`src/rtl/dmareq_pkg.sv`:
```
package dmareq_pkg;
  localparam int KIND_W = 2;

  typedef enum logic [KIND_W-1:0] {
    KIND_BURST  = 2'd0,
    KIND_SINGLE = 2'd1,
    KIND_FLUSH  = 2'd2,
    KIND_RSVD   = 2'd3
  } kind_e;
endpackage

```
`src/rtl/dmareq_ack_decode.sv`:
```
module dmareq_ack_decode
  import dmareq_pkg::*;
(
  input  logic              ak_valid,
  input  logic [KIND_W-1:0] ak_kind,
  output logic              ak_burst,
  output logic              ak_flush
);
  // single and reserved codes decode to nothing
  always_comb begin
    ak_burst = 1'b0;
    ak_flush = 1'b0;
    if (ak_valid) begin
      unique case (kind_e'(ak_kind))
        KIND_BURST: ak_burst = 1'b1;
        KIND_FLUSH: ak_flush = 1'b1;
        default: ;
      endcase
    end
  end
endmodule

```
`src/rtl/dmareq_outstanding.sv`:
```
module dmareq_outstanding
  import dmareq_pkg::*;
(
  input  logic              clk,
  input  logic              rst,
  input  logic              rq_valid,
  input  logic              rq_ready,
  input  logic [KIND_W-1:0] rq_kind,
  input  logic              ak_burst,
  output logic              busy_q,
  output logic              busy_next
);
  logic taken_burst;

  assign taken_burst = rq_valid && rq_ready && (kind_e'(rq_kind) == KIND_BURST);
  assign busy_next   = (busy_q && !ak_burst) || taken_burst;

  always_ff @(posedge clk) begin
    if (rst) busy_q <= 1'b0;
    else     busy_q <= busy_next;
  end

  // no burst request is shown while one is outstanding
  assert_quiet_while_busy_R5: assert property (@(posedge clk) disable iff (rst)
    busy_q |-> !(rq_valid && kind_e'(rq_kind) == KIND_BURST));

  // a burst acknowledge releases the outstanding flag
  assert_release_on_ack_R6: assert property (@(posedge clk) disable iff (rst)
    (busy_q && ak_burst && !rq_valid) |=> !busy_q);
endmodule

```
`src/rtl/dmareq_flush_owed.sv`:
```
module dmareq_flush_owed (
  input  logic clk,
  input  logic rst,
  input  logic ak_flush,
  input  logic stalled,
  output logic owed_q
);
  // a flush is parked only when the output register cannot load it now
  always_ff @(posedge clk) begin
    if (rst)            owed_q <= 1'b0;
    else if (stalled)   owed_q <= owed_q || ak_flush;
    else                owed_q <= 1'b0;
  end

  // a flush that arrives during a stall is remembered
  assert_park_in_stall_R10: assert property (@(posedge clk) disable iff (rst)
    (stalled && ak_flush) |=> owed_q);
endmodule

```
`src/rtl/dmareq_issuer.sv`:
```
module dmareq_issuer
  import dmareq_pkg::*;
(
  input  logic              clk,
  input  logic              rst,
  input  logic              want,
  input  logic              rq_ready,
  input  logic              ak_flush,
  input  logic              owed_q,
  input  logic              busy_next,
  output logic              stalled,
  output logic              rq_valid_q,
  output logic [KIND_W-1:0] rq_kind_q
);
  logic flush_now;

  assign stalled   = rq_valid_q && !rq_ready;
  assign flush_now = ak_flush || owed_q;

  always_ff @(posedge clk) begin
    if (rst) begin
      rq_valid_q <= 1'b0;
      rq_kind_q  <= KIND_BURST;
    end else if (!stalled) begin
      if (flush_now) begin
        rq_valid_q <= 1'b1;
        rq_kind_q  <= KIND_FLUSH;
      end else if (want && !busy_next) begin
        rq_valid_q <= 1'b1;
        rq_kind_q  <= KIND_BURST;
      end else begin
        rq_valid_q <= 1'b0;
      end
    end
  end

  // a stalled request holds valid and kind
  assert_hold_on_stall_R10: assert property (@(posedge clk) disable iff (rst)
    stalled |=> (rq_valid_q && $stable(rq_kind_q)));

  // a flush command is answered on the next cycle when not stalled
  assert_flush_reply_R8: assert property (@(posedge clk) disable iff (rst)
    (ak_flush && !stalled) |=> (rq_valid_q && kind_e'(rq_kind_q) == KIND_FLUSH));

  // nothing wanted and nothing owed gives an empty channel
  assert_quiet_idle_R3: assert property (@(posedge clk) disable iff (rst)
    (!want && !flush_now && !stalled) |=> !rq_valid_q);

  // a parked flush is served before any burst
  assert_flush_first_R9: assert property (@(posedge clk) disable iff (rst)
    (owed_q && !stalled) |=> (kind_e'(rq_kind_q) == KIND_FLUSH));
endmodule

```
`src/rtl/dmareq_burst_requester.sv`:
```
module dmareq_burst_requester
  import dmareq_pkg::*;
(
  input  logic              clk,
  input  logic              rst,
  input  logic              burst_want_i,
  output logic              rq_valid_o,
  input  logic              rq_ready_i,
  output logic [KIND_W-1:0] rq_kind_o,
  input  logic              ak_valid_i,
  input  logic [KIND_W-1:0] ak_kind_i,
  output logic              ak_ready_o
);
  logic ak_burst, ak_flush;
  logic busy_q, busy_next;
  logic owed_q, stalled;

  assign ak_ready_o = 1'b1;

  dmareq_ack_decode u_dec (
    .ak_valid (ak_valid_i),
    .ak_kind  (ak_kind_i),
    .ak_burst (ak_burst),
    .ak_flush (ak_flush)
  );

  dmareq_outstanding u_busy (
    .clk       (clk),
    .rst       (rst),
    .rq_valid  (rq_valid_o),
    .rq_ready  (rq_ready_i),
    .rq_kind   (rq_kind_o),
    .ak_burst  (ak_burst),
    .busy_q    (busy_q),
    .busy_next (busy_next)
  );

  dmareq_flush_owed u_owed (
    .clk      (clk),
    .rst      (rst),
    .ak_flush (ak_flush),
    .stalled  (stalled),
    .owed_q   (owed_q)
  );

  dmareq_issuer u_iss (
    .clk        (clk),
    .rst        (rst),
    .want       (burst_want_i),
    .rq_ready   (rq_ready_i),
    .ak_flush   (ak_flush),
    .owed_q     (owed_q),
    .busy_next  (busy_next),
    .stalled    (stalled),
    .rq_valid_q (rq_valid_o),
    .rq_kind_q  (rq_kind_o)
  );

  // the acknowledge channel never back-pressures
  assert_ack_ready_R1: assert property (@(posedge clk) ak_ready_o);

  // an idle block answers a raised want with a burst request
  assert_start_burst_R4: assert property (@(posedge clk) disable iff (rst)
    (burst_want_i && !busy_q && !owed_q && !rq_valid_o && !ak_valid_i)
      |=> (rq_valid_o && kind_e'(rq_kind_o) == KIND_BURST));
endmodule

```
`config.mk`:
```
export PLATFORM = sky130hd
export DESIGN_NAME = dmareq_burst_requester
export DESIGN_NICKNAME = d
export VERILOG_FILES = /design/src/rtl/dmareq_pkg.sv /design/src/rtl/dmareq_ack_decode.sv /design/src/rtl/dmareq_outstanding.sv /design/src/rtl/dmareq_flush_owed.sv /design/src/rtl/dmareq_issuer.sv /design/src/rtl/dmareq_burst_requester.sv
export SDC_FILE = /design/constraint.sdc
export NUM_CORES = 1
export LEC_CHECK = 0
export ABC_AREA = 1
export BUFFER_PORTS_ARGS = -buffer_cell sky130_fd_sc_hd__buf_2
export CORE_AREA = 2 2 39 41
export DETAILED_ROUTE_END_ITERATION = 10
export DIE_AREA = 0 0 41 43
export MAX_ROUTING_LAYER = met4
export SYNTH_ARGS = -nofsm -noshare
export SYNTH_HDL_FRONTEND = slang
export SYNTH_HIERARCHICAL = 1
export SYNTH_SLANG_ARGS = --single-unit
```
`constraint.sdc`:
```
create_clock -name clk -period 0.8 [get_ports clk]
set_input_delay 0.04 -clock clk [delete_from_list [all_inputs] [get_ports clk]]
set_output_delay 0.04 -clock clk [all_outputs]
set_load 0.02 [all_outputs]
```
==> impl_metrics.yaml <==
synthesis:
  ys_seq_area_frac: 0.342
  syn_inst: 38
  ys_seq_elements: 4
  yosys.area.top_type_share: 0.342
  avgSynthCellArea_um2: 6.16
  syn_nets: 45
  synth_warnings: 6
  yosysTopAreaCell: "dfxtp_1"
  syn-cell-area_um2: 234
  netlist_top_cells_area: "dfxtp_1, nand2_1, inv_1"
  synth_cell_type_count: 11
sta:
  timing.hold.ws_ps: 164
  setup_viol: 4
  min_period_over_period: 1.12
  max_freq_mhz: 1120
  fin_skew_ps: 9.86
  setup_tns_ps: -334
  timing.final.crit_period_ps: 893
  hold_viol: 0
  rsz0062_at_grt: "true"
  layout_setup_ws_ps: -92.6
  slew_violations: 0
worst_setup_path:
  path_max_fanout: 2
  cp-end-kind: "register"
  crit_end: "u_iss/rq_kind_q[1]$_SDFFE_PP0P_"
  r2r_start: "u_iss/rq_valid_q$_SDFFE_PP0N_"
  crit_arrival_ps: 1030
  required_ps: 940
  cp-startpoint: "u_iss/rq_valid_q$_SDFFE_PP0N_"
  ff2ff_setup_slack_ps: -90
  critPathKind: "reg -> reg"
  reg2reg_depth: 8
  r2r_end: "u_iss/rq_kind_q[1]$_SDFFE_PP0P_"
  cp-start-kind: "register"
layout:
  drive_gt1_frac: 0.491
  nFillCells: 157
  antennaDiodeCount: 0
  finalNonFillerCells: 69
  syn2layout_area_growth_pct: 64.7
  fin_util: 0.278
  final_area_um2: 385
  nets: 61
cts:
  cts_buffers: 3
  post-cts-setup-buffers: 0
  cts.sinks: 4
  clk_path_buf_depth: 2
  worstSkewPairLatency_ps: 250
  htree_levels: 1
  clk_pin_slew_ps: 50
  tritoncts: "done"
  clockRootBuffer: "clkbuf_4"
grt:
  grt_overflow_total: 0
  grt_pass1_vias: 205
  grt_use_total: 0.0679
  grt_max_degree: 5
  grt_pass1_wl_um: 717
  antenna_found_initial: 0
placed_design:
  dp.cells: 64
  place_ws_ps: -128
  gp_congestion: 0.725
  hpwl_um: 356
  io_buffer_count: 8
  dpl_cell_area_um2: 317
run_status:
  violations: "setup timing"
  status: "complete, but fails checks"
floorplan:
  die_w_um: 41
  core_area_mm2: 0.00138
  placementRows: 14
  chipHeight_um: 43
  start_util: 0.169
  fp.dieArea_mm2: 0.00176
  ios: 11
power:
  comb_power_share: 0.209
  p_clk_frac: 0.454
  net-switching-power_mw: 0.174
  p_sw_frac: 0.275
  p_int_mw: 0.459
  power_frac_seq: 0.337
  vdd_ir_drop_max_v: 0.000434
  p_leak_nw: 0.207
  p_total_mw: 0.633
  power_density_mw_per_mm2: 1640
drt:
  firstDrtPassIters: 4
  met2_length_um: 234
  drc: 0
  wl_met3_um: 29
  detail_route.iter0.violations: 1
  via_per_inst: 3.59
  vias: 248
  ant_nets: 0
  wl_um: 476
  wl_per_cell_um: 6.90
  top_layer_used: "met3"
  wl_met1_um: 212
flow_run:
  drv_cap: 0
hold_path:
  min_path_type: "in -> reg"
## routing by layer
| metal | GRT usage | vias up |
|---|---|---|
| met5 | - | - |
| met3 | 0.0471 | 0 |
| li1 | - | 137 |
| met2 | 0.0844 | 7 |
| met4 | 0.0600 | 0 |
| met1 | 0.0675 | 104 |
## cell type report
cell class	instances	area, µm²	area share
Timing Repair Buffer	13	92.6	0.240
Inverter	8	30.0	0.0779
Tap cell	16	20.0	0.0519
Clock buffer	4	26.3	0.0682
Multi-Input combinational cell	24	129	0.334
Sequential cell	4	87.6	0.227
## power by group through the flow
stage / registers [mW] / clock network [mW] / logic [mW]
finish: 0.214 / 0.287 / 0.132
global route: 0.214 / 0.310 / 0.146
CTS: 0.212 / 0.295 / 0.120
detailed placement: 0.215 / 0 / 0.107
global placement: 0.215 / 0 / 0.106
floorplan: 0.225 / 0 / 0.0574
## cell usage after synthesis, drive strengths merged
master and n:
nand2 10, inv 8, nor2 7, dfxtp 4
a21oi 2, buf 2, conb 2, o21ai 2
o21bai 1
## cells in the final DEF (no fill, tap or decap)
cell type and n:
buf_2 6, inv_1 6, nand2_1 6, nor2_1 6, buf_4 4, clkbuf_4 3, nand2_2 3, conb_1 2
buf_6 2, inv_2 2, a21oi_2 2, dfxtp_1 2, o21ai_1 2, dfxtp_4 2, clkbuf_1 1, dlygate4sd3_1 1
nor2_4 1, nand2_4 1, o21bai_1 1
## worst min-delay path by stage
stage                     depth (start not counted)                              end    startpoint  slack [ps]
after global placement                            2  u_iss/rq_kind_q[1]$_SDFFE_PP0P_           rst         250
after CTS                                         6         u_owed/owed_q$_SDFF_PP0_    rq_ready_i         160
after floorplan                                   1  u_iss/rq_kind_q[1]$_SDFFE_PP0P_           rst          90
final                                             5    u_iss/rq_valid_q$_SDFFE_PP0N_  burst_want_i         160
after detailed placement                          2  u_iss/rq_kind_q[1]$_SDFFE_PP0P_           rst         250
after global routing                              5    u_iss/rq_valid_q$_SDFFE_PP0N_  burst_want_i         180
## logic make-up after synthesis
logic type / Yosys count / synth area share
buffers and inverters: 10 / 0.192
other: 2 / 0.0321
AOI/OAI and AO/OA: 5 / 0.150
DFF: 4 / 0.342
and+or+nand+nor: 17 / 0.283
## worst max-delay path: stages, from the launching register on
cell and delay, ps:
dfxtp_4 340, nand2_2 50, inv_2 30, nand2_2 60, nand2_2 60, nor2_1 80, nand2_1 50, nand2_1 70
a21oi_2 50
## sequential cells by signal, indices dropped and copies added, names as in the netlist
register,count
u_busy/busy_q,1
u_iss/rq_kind_q,1
u_iss/rq_valid_q,1
u_owed/owed_q,1
## what timing repair did
item                                   in CTS  in global routing
endpoints found under the hold margin       1                  0
gates resized for setup                     4                  7
setup endpoints to repair                   5                  6
hold buffers                                1                  0
pin swaps                                   6                  4
Note: power is estimated with default switching activity, not from simulation.
